[src/rtl/lin_txcd_pkg.sv]
package lin_txcd_pkg;

    typedef enum logic [1:0] {
        CHK_OFF   = 2'b00,
        CHK_EARLY = 2'b01,
        CHK_LATE  = 2'b10,
        CHK_RSVD  = 2'b11
    } chk_mode_e;

    localparam int DEF_TICKS_PER_BIT = 16;
    localparam int DEF_EARLY_TICK    = 9;
    localparam int DEF_LATE_TICK     = 13;
    localparam int DEF_SYNC_STAGES   = 2;

endpackage

[src/rtl/lin_rx_sync.sv]
module lin_rx_sync #(
    parameter int   STAGES    = 2,
    parameter logic RESET_VAL = 1'b1
) (
    input  logic clk,
    input  logic rst_n,
    input  logic d,
    output logic q
);
    logic [STAGES-1:0] stg_q;

    always_ff @(posedge clk or negedge rst_n) begin
        if (!rst_n) begin
            stg_q <= {STAGES{RESET_VAL}};
        end else begin
            stg_q[0] <= d;
            for (int i = 1; i < STAGES; i++) begin
                stg_q[i] <= stg_q[i-1];
            end
        end
    end

    assign q = stg_q[STAGES-1];
endmodule

[src/rtl/lin_sample_sel.sv]
module lin_sample_sel
    import lin_txcd_pkg::*;
#(
    parameter int TICK_W     = 4,
    parameter int EARLY_TICK = DEF_EARLY_TICK,
    parameter int LATE_TICK  = DEF_LATE_TICK
) (
    input  logic [1:0]        mode,
    output logic              chk_en,
    output logic [TICK_W-1:0] sample_tick
);
    always_comb begin
        chk_en      = 1'b0;
        sample_tick = TICK_W'(EARLY_TICK);
        case (chk_mode_e'(mode))
            CHK_EARLY: begin
                chk_en      = 1'b1;
                sample_tick = TICK_W'(EARLY_TICK);
            end
            CHK_LATE: begin
                chk_en      = 1'b1;
                sample_tick = TICK_W'(LATE_TICK);
            end
            default: begin
                chk_en      = 1'b0;
                sample_tick = TICK_W'(EARLY_TICK);
            end
        endcase
    end
endmodule

[src/rtl/lin_bit_cmp.sv]
module lin_bit_cmp #(
    parameter int TICK_W = 4
) (
    input  logic              active,
    input  logic              tick_en,
    input  logic              chk_en,
    input  logic [TICK_W-1:0] tick,
    input  logic [TICK_W-1:0] sample_tick,
    input  logic              tx_bit,
    input  logic              rx_sync,
    input  logic              rx_inv,
    output logic              mismatch
);
    logic rx_bit;
    logic at_sample;

    assign rx_bit    = rx_sync ^ rx_inv;
    assign at_sample = active && tick_en && chk_en && (tick == sample_tick);
    assign mismatch  = at_sample && (rx_bit != tx_bit);
endmodule

[src/rtl/lin_tx_collide.sv]
module lin_tx_collide
    import lin_txcd_pkg::*;
#(
    parameter int DATA_W        = 8,
    parameter int TICKS_PER_BIT = DEF_TICKS_PER_BIT,
    parameter int SYNC_STAGES   = DEF_SYNC_STAGES
) (
    input  logic              clk,
    input  logic              rst_n,
    input  logic              tick_en,
    input  logic [1:0]        cfg_mode,
    input  logic              cfg_tx_inv,
    input  logic              cfg_rx_inv,
    input  logic              wr_valid,
    input  logic [DATA_W-1:0] wr_data,
    input  logic              clr_err,
    input  logic              rx_in,
    output logic              tx_out,
    output logic              tdre,
    output logic              tc,
    output logic              berr
);
    localparam int FRAME_W = DATA_W + 2;
    localparam int TICK_W  = $clog2(TICKS_PER_BIT);
    localparam int BIT_W   = $clog2(FRAME_W);
    localparam logic [TICK_W-1:0] LAST_TICK = TICK_W'(TICKS_PER_BIT - 1);
    localparam logic [BIT_W-1:0]  LAST_BIT  = BIT_W'(FRAME_W - 1);

    typedef struct packed {
        logic               busy;
        logic [TICK_W-1:0]  tick;
        logic [BIT_W-1:0]   bitn;
        logic [FRAME_W-1:0] frame;
        logic               hold_full;
        logic [DATA_W-1:0]  hold_data;
        logic               tc;
        logic               berr;
    } st_t;

    localparam st_t RST_ST = '{
        busy:      1'b0,
        tick:      '0,
        bitn:      '0,
        frame:     '1,
        hold_full: 1'b0,
        hold_data: '0,
        tc:        1'b1,
        berr:      1'b0
    };

    st_t st_d, st_q;

    logic              rx_sync;
    logic              chk_en;
    logic [TICK_W-1:0] sample_tick;
    logic              mismatch;
    logic              tx_level;
    logic              wr_accept;
    logic              start;
    logic              frame_end;

    lin_rx_sync #(
        .STAGES    (SYNC_STAGES),
        .RESET_VAL (1'b1)
    ) u_sync (
        .clk   (clk),
        .rst_n (rst_n),
        .d     (rx_in),
        .q     (rx_sync)
    );

    lin_sample_sel #(
        .TICK_W (TICK_W)
    ) u_sel (
        .mode        (cfg_mode),
        .chk_en      (chk_en),
        .sample_tick (sample_tick)
    );

    lin_bit_cmp #(
        .TICK_W (TICK_W)
    ) u_cmp (
        .active      (st_q.busy),
        .tick_en     (tick_en),
        .chk_en      (chk_en),
        .tick        (st_q.tick),
        .sample_tick (sample_tick),
        .tx_bit      (st_q.frame[0]),
        .rx_sync     (rx_sync),
        .rx_inv      (cfg_rx_inv),
        .mismatch    (mismatch)
    );

    always_comb begin
        st_d      = st_q;
        frame_end = 1'b0;
        wr_accept = wr_valid && !st_q.berr && !st_q.hold_full;
        start     = !st_q.busy && st_q.hold_full && !st_q.berr;

        // shifter: load from holding register or advance one tick
        if (start) begin
            st_d.busy      = 1'b1;
            st_d.tick      = '0;
            st_d.bitn      = '0;
            st_d.frame     = {1'b1, st_q.hold_data, 1'b0};
            st_d.hold_full = 1'b0;
        end else if (st_q.busy && tick_en) begin
            if (st_q.tick == LAST_TICK) begin
                st_d.tick = '0;
                if (st_q.bitn == LAST_BIT) begin
                    st_d.busy = 1'b0;
                    frame_end = 1'b1;
                end else begin
                    st_d.bitn  = st_q.bitn + 1'b1;
                    st_d.frame = {1'b1, st_q.frame[FRAME_W-1:1]};
                end
            end else begin
                st_d.tick = st_q.tick + 1'b1;
            end
        end

        // holding register write
        if (wr_accept) begin
            st_d.hold_full = 1'b1;
            st_d.hold_data = wr_data;
            st_d.tc        = 1'b0;
        end

        if (frame_end) begin
            st_d.tc = !st_d.hold_full;
        end

        if (clr_err) begin
            st_d.berr = 1'b0;
        end

        // collision: abort, discard, flag, lock
        if (mismatch) begin
            st_d.busy      = 1'b0;
            st_d.hold_full = 1'b0;
            st_d.tc        = 1'b1;
            st_d.berr      = 1'b1;
            st_d.frame     = '1;
        end

        if (!chk_en) begin
            st_d.berr = 1'b0;
        end
    end

    always_ff @(posedge clk or negedge rst_n) begin
        if (!rst_n) begin
            st_q <= RST_ST;
        end else begin
            st_q <= st_d;
        end
    end

    assign tx_level = st_q.busy ? st_q.frame[0] : 1'b1;
    assign tx_out   = tx_level ^ cfg_tx_inv;
    assign tdre     = !st_q.hold_full;
    assign tc       = st_q.tc;
    assign berr     = st_q.berr;
endmodule

[config.mk]
export PLATFORM = sky130hd
export DESIGN_NAME = lin_tx_collide
export DESIGN_NICKNAME = d
export VERILOG_FILES = /design/src/rtl/lin_txcd_pkg.sv /design/src/rtl/lin_rx_sync.sv /design/src/rtl/lin_sample_sel.sv /design/src/rtl/lin_bit_cmp.sv /design/src/rtl/lin_tx_collide.sv
export SDC_FILE = /design/constraint.sdc
export NUM_CORES = 1
export LEC_CHECK = 0
export ABC_AREA = 1
export BUFFER_PORTS_ARGS = -buffer_cell sky130_fd_sc_hd__buf_2
export CORE_MARGIN = 2
export CORE_UTILIZATION = 55
export DETAILED_ROUTE_END_ITERATION = 8
export PLACE_DENSITY_LB_ADDON = 0.05
export SLEW_MARGIN = 40
export SYNTH_ARGS = -nofsm -noshare
export SYNTH_HDL_FRONTEND = slang
export SYNTH_SLANG_ARGS = --single-unit
[constraint.sdc]
create_clock -name clk -period 1.8 [get_ports clk]
set_input_delay 0 -clock clk [delete_from_list [all_inputs] [get_ports clk]]
set_output_delay 0 -clock clk [all_outputs]
set_load 0.02 [all_outputs]
# Yosys cells after proc, flatten, opt, wreduce, memory -nomap -nowiden
# Index checks and enable logic that the tools add are counted.
# classes
add_sub_neg,2
bitwise,2
n_mux,22
eq_ne,9
n_reduce_logical,22
# ops
operator,n
19-bit 2-to-1 mux,2
14-bit 2-to-1 mux,2
1-bit 2-to-1 mux,13
3-bit nonzero test,4
11-bit 2-to-1 mux,1
10-bit 2-to-1 mux,1
3-bit AND reduction,3
"4-bit by 1-bit adder with 4-bit output, second input constant",2
"4-bit == test, second input constant",2
1-bit logical AND,8
4-bit == test,1
1-bit zero test,4
4-bit 2-to-1 mux,1
2-bit nonzero test,2
3-bit 2-to-1 mux,1
"3-bit by 2-bit != test with 1-bit output, second input constant",1
"3-bit != test, second input constant",1
"2-bit by 1-bit == test with 1-bit output, second input constant",1
"2-bit == test, second input constant",1
2-bit 2-to-1 mux,1
"2-bit != test, second input constant",1
2-bit OR reduction,1
1-bit bitwise XOR,2
1-bit != test,1
# word_totals
in_bits,18
elab_cells,66
register_bits,32

# Logic depth before layout (Yosys ltp)
# Gate-level depths: netlist (run 1).
# depth
word_depth,9
depth_mapped,11
mapped_depth_nobuf,10

# Hierarchy
# From an unflattened synthesis (run 1), not the netlist that was laid out.
# hier_totals
cells_unflattened,230
hier_area_um2,1821.7
# by_module_without_submodules
mod,cells_each,area_each_um2,n_inst,seq_area_each_um2
lin_tx_collide,189,1586.5,1,738.2
lin_bit_cmp,31,132.6,1,0.0
lin_rx_sync,2,52.6,1,52.6
lin_sample_sel,8,50.0,1,0.0

# Worst setup path before layout (run 1)
# No wires, ideal clock.
# synth_timing
path_kind,register to register
start,register st_q[25] (netlist bit)
end,register st_q[24] (netlist bit)
period_less_slack_ns,1.347
arrival_time_ns,1.221
setup_ns,0.126
setup_slack_ns,0.453
stages_incl_launch_ff,8
path_cell_list,dfrtp_1 > ha_1 > nand3_1 > nor2_1 > nand2_1 > buf_2 > nand3_1 > o31ai_1
# synth_via
elab_chain_len,3
# synth_lines
element,line,source
from (decl),lin_tx_collide.sv:51,"st_t st_d, st_q;"
from (signal assigned),lin_tx_collide.sv:155,st_q <= st_d;
4-bit == test,lin_tx_collide.sv:108,if (st_q.tick == LAST_TICK) begin
2-bit nonzero test (no line),--,
3-bit AND reduction (no line),--,
# No other way between the ends.
# A chain may end at the register's enable or synchronous reset.

# Worst setup path after layout (run 1)
# Ends and elaborated chain as after synthesis.

==> results of run 1 <==
sequential cells by signal (all words and copies together), names as in the netlist:
name	count
berr	1
st_q	27
tc	1
u_sync.stg_q	2
layer usage:
layer	global-route usage (%)	vias up
met5	0	-
met4	13.0	0
met3	8.04	6
met2	39.0	33
met1	24.8	663
li1	-	707
cells in the mapped netlist:
library cell  instances
o211ai_1              1
nor2_1                6
buf_2                 1
nor3_1                1
o31ai_1               2
buf_6                 4
nand3b_1              1
nand3_1              15
clkbuf_1              1
a21oi_1               3
buf_8                 1
xor2_1                4
nand2_1              71
dfrtp_1              19
o21ai_0              12
or2_2                 1
nand4_1               8
a31oi_1               1
o22ai_1               1
dfstp_2              12
inv_2                 1
ha_1                  5
inv_1                27
nand2_2               1
worst max-delay path, delay by kind of cell, from the launching register on:
| family | cells | cell delay (ns) |
|---|---|---|
| and+or+nand+nor | 4 | 0.57 |
| DFF | 1 | 0.42 |
| buffers and inverters | 1 | 0.22 |
| adders and majority gates | 1 | 0.21 |
| AOI/OAI and AO/OA | 1 | 0.07 |
report_power, final:
part           switching [W]  internal (W)
clock network       0.000244      0.000230
registers           0.000164       0.00101
logic               0.000453      0.000324
total               0.000862       0.00157
logic make-up (layout without fill, tap and decap cells):
kind of cell | after synthesis | count (layout) | synth area share, %
AO/OA/AOI/OAI | 20 | 20 | 6.83
XOR/XNOR | 4 | 4 | 2.17
adder cells (fa/ha/maj) | 5 | 5 | 3.88
buffers and inverters | 35 | 76 | 10.8
flip-flops | 31 | 31 | 49.1
AND/OR/NAND/NOR | 104 | 104 | 27.3
layout make-up:
cell class / instances / area, um2 / area share, %
repair buffers: 40 / 280 / 14.5
clock buffers: 8 / 68.8 / 3.56
inverters: 28 / 105 / 5.43
multi-input cells: 133 / 652 / 33.7
flip-flops and latches: 31 / 791 / 40.9
well taps: 31 / 38.8 / 2.00
worst paths after layout:
kind | start | to | slack [ns] | cells past startpoint
max in group asynchronous | rst_n | st_q[10] | 1.15 | 2
max | st_q[25] | st_q[24] | 0.22 | 7
min reg2reg | u_sync.stg_q[0] | u_sync.stg_q[1] | 0.37 | 0
min | tick_en | st_q[26] | 0.02 | 3
max reg2reg | st_q[25] | st_q[24] | 0.22 | 7
min in group asynchronous | rst_n | st_q[24] | 0.22 | 2
through the flow:
step	hold WS (ns)	power, W	cell area [um2]	cells	util, %
after floorplan	-0.296	0.00175	1610	199	-
after detailed placement	0.0789	0.00194	1730	250	62.3
after CTS	0.00443	0.00244	1930	271	69.4
final	0.0220	0.00243	1940	271	69.6
after global routing	0.0314	0.00262	1940	271	69.6
after global placement	0.0666	0.00190	1730	250	62.3
what timing repair did:
item,in CTS,in global routing
endpoints found under the hold margin,30,0
resized for setup,0,1
hold buffers,13,0
setup endpoints to repair,0,5
==> results_dict.tcl, run 1 <==
set metrics [dict create \
    status "finished, final reports clean" \
    cts.sinks 31 \
    fin_nets 262 \
    end_kind "register" \
    setup_tns_ns 0 \
    vdd_ir_drop_max_uv 1070 \
    clock_latency_ns 0.34 \
    crit_arrival_ns 1.81 \
    final_common_cell "nand2_1" \
    finalCritPeriodShare_pct 87.8 \
    power_density_nw_per_um2 1250 \
    hold_viol 0 \
    port_buffers 21 \
    vias 1409 \
    cp_slowest_stage_delay_ns 0.42 \
    gp_congestion 0.848 \
    die-area_um2 3380 \
    die_y_um 58.1 \
    grt_pass1_wl_um 5660 \
    htree_levels 2 \
    pre_cts_ws_ns 0.196 \
    tritoncts "yes" \
    slew_headroom_pct 55.4 \
    wl_met2_um 1680 \
    finClkSkew_ns 0.0105 \
    yosys_warnings 0 \
    synth_area_per_cell_um2 8.10 \
    syn_nets 222 \
    ys_seq_elements 31 \
    fillers 223 \
    diodes 0 \
    slowest_stage "dfrtp_1" \
    rsz0062_at_grt "false" \
    crit_fanout 8 \
    path_cells "ha_1 -> nand3_1 -> nor2_1 -> nand2_1 -> buf_4 -> nand3_1 -> o31ai_1" \
    hpwl_um 2170 \
    yosysTopAreaCell "dfrtp_1" \
    area_growth_pct 20.1 \
    syn_inst 199 \
    routed.top_layer "met4" \
    dr.pass1.iters 4 \
    drv_cap 0 \
    wirelength_um 3250 \
    wl_per_cell_um 12.0 \
    core-area_um2 2780 \
    rows 19 \
    critPathKind "register to register" \
    initial_utilization_pct 57.9 \
    antenna_found_initial 0 \
    final_antenna_net_count 0 \
    clkTransAtPathRegs_ns 0.10 \
    io_pins 22 \
    synth_area_um2 1610 \
    post_cts_buffers 0 \
    layout_common_cells "nand2_1, inv_1, buf_2" \
    clockBufferDepth 2 \
    timing.fmax_mhz 632 \
    crit_path_start_kind "register" \
    setup_ws_ns 0.219 \
    seq_area_frac_synth_pct 49.1 \
    wl_met1_um 1380 \
    cts_buffers 5 \
    layout-drive-gt1-share_pct 20.8 \
    drc_errors 0 \
    yosys-top-cells-area "dfrtp_1, dfstp_2, nand2_1" \
    drtIter0Drc 84 \
    drv_slew 0 \
    cp.required_ns 2.03 \
    finalCriticalPeriod_ns 1.58 \
    grt.total_usage_pct 23.0 \
    avgViaCountPerCell 5.20 \
    power.leakage_nw 1.06 \
    ys_types 24 \
    tightestPinTransition_ns 0.670 \
    wl_met3_um 132 \
    grt_pass1_vias 1370 \
    cp_common_cell "nand3_1" \
    synth_top_area_share_pct 29.5 \
    grt_max_degree 32 \
    die_w_um 58.1 \
    finalSetupViolations 0 \
    hp-class "input pin to register" \
    gr-total-overflow 0 \
    cts-root-buf "clkbuf_4" \
]
Power figures use the tool's default switching activity.
==> run 2: changes to the inputs <==
==> constraint.sdc (replaced) <==
create_clock -name clk -period 1.7 [get_ports clk]
set_input_delay 0 -clock clk [delete_from_list [all_inputs] [get_ports clk]]
set_output_delay 0 -clock clk [all_outputs]
set_load 0.02 [all_outputs]
==> results_dict.tcl, run 2 (same netlist as run 1, synthesis figures left out) <==
set metrics [dict create \
    status "finished, final reports clean" \
    antenna_found_initial 0 \
    dr.pass1.iters 4 \
    slew_headroom_pct 54.7 \
    final_antenna_net_count 0 \
    multiInputGateArea_um2 657 \
    timing.fmax_mhz 648 \
    setup_tns_ns 0 \
    ff_latch_area_um2 791 \
    cts_buffers 5 \
    critPathKind "input pin to register" \
    drtIter0Drc 73 \
    fillers 227 \
    end_kind "register" \
    fin_util_pct 70.0 \
    io_pins 22 \
    crit_path_start_kind "input pin" \
    largest_registers "st_q x27, u_sync.stg_q x2" \
    power_density_nw_per_um2 1310 \
    die_y_um 58.1 \
    core-area_um2 2780 \
    hp-class "input pin to register" \
    initial_utilization_pct 57.9 \
    vias 1393 \
    grt_pass1_vias 1346 \
    cp.required_ns 1.97 \
    finClkSkew_ns 0.00397 \
    vdd_ir_drop_max_uv 1040 \
    tightestPinTransition_ns 0.680 \
    grt_use_met3_pct 5.13 \
    grt_max_degree 32 \
    htree_levels 2 \
    diodes 0 \
    wirelength_um 3090 \
    fin_nets 263 \
    hold_viol 0 \
    cts.sinks 31 \
    grt_pass1_wl_um 5590 \
    met2_usage_pct 36.0 \
    rsz0062_at_grt "false" \
    area_growth_pct 20.9 \
    gr-total-overflow 0 \
    port_buffers 21 \
    clock_latency_ns 0.33 \
    post_cts_buffers 0 \
    avgViaCountPerCell 5.12 \
    wl_per_cell_um 11.4 \
    finalCriticalPeriod_ns 1.54 \
    cts-root-buf "clkbuf_4" \
    finalSetupViolations 0 \
    hpwl_um 2140 \
    layout-drive-gt1-share_pct 22.0 \
    rows 19 \
    drv_slew 0 \
    finalCritPeriodShare_pct 90.8 \
    die-area_um2 3380 \
    crit_arrival_ns 1.82 \
    grt.total_usage_pct 22.1 \
    gp_congestion 0.864 \
    drc_errors 0 \
    drv_cap 0 \
    final_common_cell "nand2_1" \
    tritoncts "yes" \
    power.leakage_nw 1.07 \
    die_w_um 58.1 \
    layout_common_cells "nand2_1, inv_1, buf_2" \
    largest-register "st_q" \
    largest_reg_flops 27 \
    crit_fanout 11 \
    gr-max-usage-layer "met2" \
    clkTransAtPathRegs_ns 0.09 \
    use_met1_pct 26.6 \
    clockBufferDepth 2 \
]
run 2: changes by cell type in the layout (fill, tap and decap cells not counted):
cell / previous run / this run
nand2_2: 1 / 3
nand2_1: 71 / 69
buf_4: 6 / 7
run 2: worst paths after layout:
kind                       slack [ns]  cells past startpoint         endpoint             from
setup reg to reg                 0.18                      7         st_q[14]         st_q[25]
hold reg to reg                  0.36                      0  u_sync.stg_q[1]  u_sync.stg_q[0]
setup / recovery                 0.16                     10         st_q[18]      cfg_mode[1]
hold / removal                   0.02                      3         st_q[26]          tick_en
max in group asynchronous        1.02                      2          st_q[7]            rst_n
min in group asynchronous        0.24                      2             berr            rst_n
run 2: critical path, cell delays in order:
cell,delay (ns)
dlygate4sd3_1,0.53
buf_2,0.12
ha_1,0.29
nand3b_1,0.16
nor2_1,0.10
nand2_1,0.19
buf_4,0.24
nand2_1,0.07
nand2_1,0.05
nand2_1,0.06
run 2: area by class of cell:
cell class | instances | area share, %
inverters | 28 | 5.39
repair buffers | 41 | 14.8
clock buffers | 8 | 3.53
well taps | 31 | 1.99
multi-input cells | 133 | 33.7
flip-flops and latches | 31 | 40.6
run 2: layer usage:
metal | wire length [um] | share of wire, %
met1 | 1410 | 46
met2 | 1470 | 48
met3 | 106 | 3.4
met4 | 101 | 3.3
met5 | 0 | 0
run 2: timing repair:
item                                    in CTS  in global routing
endpoints found under the setup margin       0                 10
hold buffers                                13                  0
resized for setup                            0                  3
endpoints found under the hold margin       30                  0
run 2: through the flow:
| stage | cells | cell area, um2 | hold slack [ns] | setup slack (ns) | total power, W |
|---|---|---|---|---|---|
| finish | 272 | 1950 | 0.0200 | 0.156 | 0.00255 |
| global placement | 251 | 1740 | 0.0674 | 0.159 | 0.00201 |
| floorplan | 199 | 1610 | -0.296 | 0.353 | 0.00185 |
| global route | 272 | 1950 | 0.0377 | 0.0246 | 0.00279 |
| detailed placement | 251 | 1740 | 0.0731 | 0.0629 | 0.00205 |
| CTS | 272 | 1940 | 0.0130 | 0.0463 | 0.00258 |
run 2: where the power goes:
part	switching (W)	leakage [nW]	internal, W
logic	0.000482	0.668	0.000345
registers	0.000168	0.362	0.00107
clock network	0.000247	0.0386	0.000243
total	0.000896	1.07	0.00166
==> run 3: changes to the inputs <==
--- a/config.mk
+++ b/config.mk
@@ -7,10 +7,12 @@
 export LEC_CHECK = 0
 export ABC_AREA = 1
 export BUFFER_PORTS_ARGS = -buffer_cell sky130_fd_sc_hd__buf_2
+export CAP_MARGIN = 0
 export CORE_MARGIN = 2
 export CORE_UTILIZATION = 55
 export DETAILED_ROUTE_END_ITERATION = 8
 export PLACE_DENSITY_LB_ADDON = 0.05
+export SKIP_LAST_GASP = 1
 export SLEW_MARGIN = 40
 export SYNTH_ARGS = -nofsm -noshare
 export SYNTH_HDL_FRONTEND = slang
==> constraint.sdc (replaced) <==
create_clock -name clk -period 1.9 [get_ports clk]
set_input_delay 0 -clock clk [delete_from_list [all_inputs] [get_ports clk]]
set_output_delay 0 -clock clk [all_outputs]
set_load 0.02 [all_outputs]
==> results_dict.tcl, run 3 (same netlist as run 1, synthesis figures left out) <==
set metrics [dict create \
    status "finished, final reports clean" \
    drtIter0Drc 58 \
    power_density_nw_per_um2 1170 \
    hpwl_um 2200 \
    antenna_found_initial 0 \
    core-area_um2 2780 \
    worst-path-buf-inv 2 \
    end_kind "register" \
    grt_pass1_wl_um 5750 \
    htree_levels 2 \
    finalSetupViolations 0 \
    grt.total_usage_pct 22.9 \
    drv_slew 0 \
    wl_per_cell_um 12.0 \
    die_y_um 58.1 \
    hp-class "input pin to register" \
    vdd_ir_drop_max_uv 967 \
    fin_nets 260 \
    gp_congestion 0.881 \
    cts_buffers 5 \
    port_buffers 21 \
    cp_common_cell "nand2_1" \
    rsz0062_at_grt "false" \
    power_frac_comb_pct 33.5 \
    grt_max_degree 32 \
    rows 19 \
    crit_fanout 6 \
    tritoncts "yes" \
    drc_errors 0 \
    dpl_cell_area_um2 1740 \
    largest_registers "st_q x27, u_sync.stg_q x2" \
    grt_pass1_vias 1350 \
    seqPwrFrac_pct 49.8 \
    slowest_stage "dlygate4sd3_1" \
    fin_util_pct 68.6 \
    cts-root-buf "clkbuf_4" \
    cp_top_family "buffers and inverters" \
    final_common_cell "nand2_1" \
    clockPowerShare_pct 16.6 \
    clock_latency_ns 0.34 \
    finalCriticalPeriod_ns 1.70 \
    fillers 241 \
    p_sw_share_pct 36.6 \
    drv_cap 0 \
    clkTransAtPathRegs_ns 0.09 \
    clockBufferDepth 2 \
    cts.sinks 31 \
    tightestPinTransition_ns 0.704 \
    p_switching_w 0.000816 \
    critPathKind "register to register" \
    avgViaCountPerCell 5.12 \
    initial_utilization_pct 57.9 \
    largest_reg_flops 27 \
    cp.required_ns 2.12 \
    largest-register "st_q" \
    dr.pass1.iters 5 \
    wirelength_um 3220 \
    design_area_um2 1910 \
    finalCritPeriodShare_pct 89.6 \
    slew_headroom_pct 53.1 \
    hold_viol 0 \
    cp_slowest_stage_delay_ns 0.55 \
    post_cts_buffers 0 \
    gr-total-overflow 0 \
    finClkSkew_ns 0.00460 \
    total_power_w 0.00223 \
    setup_tns_ns 0 \
    path_cells "inv_1 -> nand2_1 -> nand2_1 -> nand2_1 -> nand2_1 -> nand2_2 -> o31ai_1 -> dlygate4sd3_1" \
    diodes 0 \
    die-area_um2 3380 \
    io_pins 22 \
    layout-drive-gt1-share_pct 20.2 \
    area_growth_pct 18.5 \
    final_antenna_net_count 0 \
    die_w_um 58.1 \
    crit_path_start_kind "register" \
    timing.fmax_mhz 588 \
    p_int_w 0.00141 \
    vias 1377 \
    crit_arrival_ns 1.93 \
    layout_common_cells "nand2_1, inv_1, buf_2" \
    power.leakage_nw 1.05 \
]
-- run 3: cell types whose count changed in the layout (fill, tap and decap cells not counted) --
cell / delta
nand2_1: +1
dlygate4sd3_1: -1
buf_12: +1
nand3_2: -1
nand3_1: +1
clkbuf_8: -2
buf_4: -3
clkbuf_1: +1
nand2_2: -1
clkinv_2: +1
-- run 3: layout make-up --
cell class	count	area, um2	area share, %
flip-flops and latches	31	791	41.4
multi-input cells	133	649	34.0
repair buffers	38	275	14.4
well taps	31	38.8	2.03
clock inverters	1	5.00	0.262
inverters	28	105	5.50
clock buffers	7	45.0	2.36
-- run 3: per-layer routing --
layer  track usage [%]  vias to the layer above  share of wire [%]
met5                 0                        -                  0
met4              9.63                        0                1.2
met3              6.92                        4                4.3
met2              39.4                       25                 50
met1              26.5                      644                 44
li1                  -                      704                  -
-- run 3: power by group through the flow --
stage	sequential, W	combinational (W)	clock [W]
finish	0.00111	0.000747	0.000370
global route	0.00114	0.000894	0.000403
CTS	0.00111	0.000752	0.000377
detailed placement	0.00112	0.000731	0
global placement	0.00111	0.000702	0
floorplan	0.00109	0.000562	0
-- run 3: final timing paths --
path                            startpoint              end  slack, ns  cells after the start
setup reg to reg           u_sync.stg_q[1]             berr       0.20                      8
hold reg to reg            u_sync.stg_q[0]  u_sync.stg_q[1]       0.37                      0
hold / removal                     tick_en         st_q[26]       0.01                      3
setup / recovery           u_sync.stg_q[1]             berr       0.20                      8
min in group asynchronous            rst_n             berr       0.24                      2
max in group asynchronous            rst_n         st_q[22]       1.21                      2
-- run 3: stage by stage --
stage / setup slack, ns / hold slack [ns] / instances
final: 0.198 / 0.00978 / 269
after global routing: 0.0497 / 0.0534 / 269
after CTS: 0.101 / 0.00379 / 269
after detailed placement: 0.275 / 0.0784 / 249
after global placement: 0.371 / 0.0706 / 249
after floorplan: 0.553 / -0.296 / 199
-- run 3: worst register-to-register path, stage by stage (launching register included) --
cell	delay, ns
dfstp_2	0.54
inv_1	0.04
nand2_1	0.08
nand2_1	0.06
nand2_1	0.05
nand2_1	0.05
nand2_2	0.14
o31ai_1	0.09
dlygate4sd3_1	0.55
-- run 3: repair_timing --
item / in CTS / in global routing
resized for setup: 0 / 1
endpoints found under the setup margin: 0 / 1
endpoints found under the hold margin: 29 / 0
hold buffers: 12 / 0
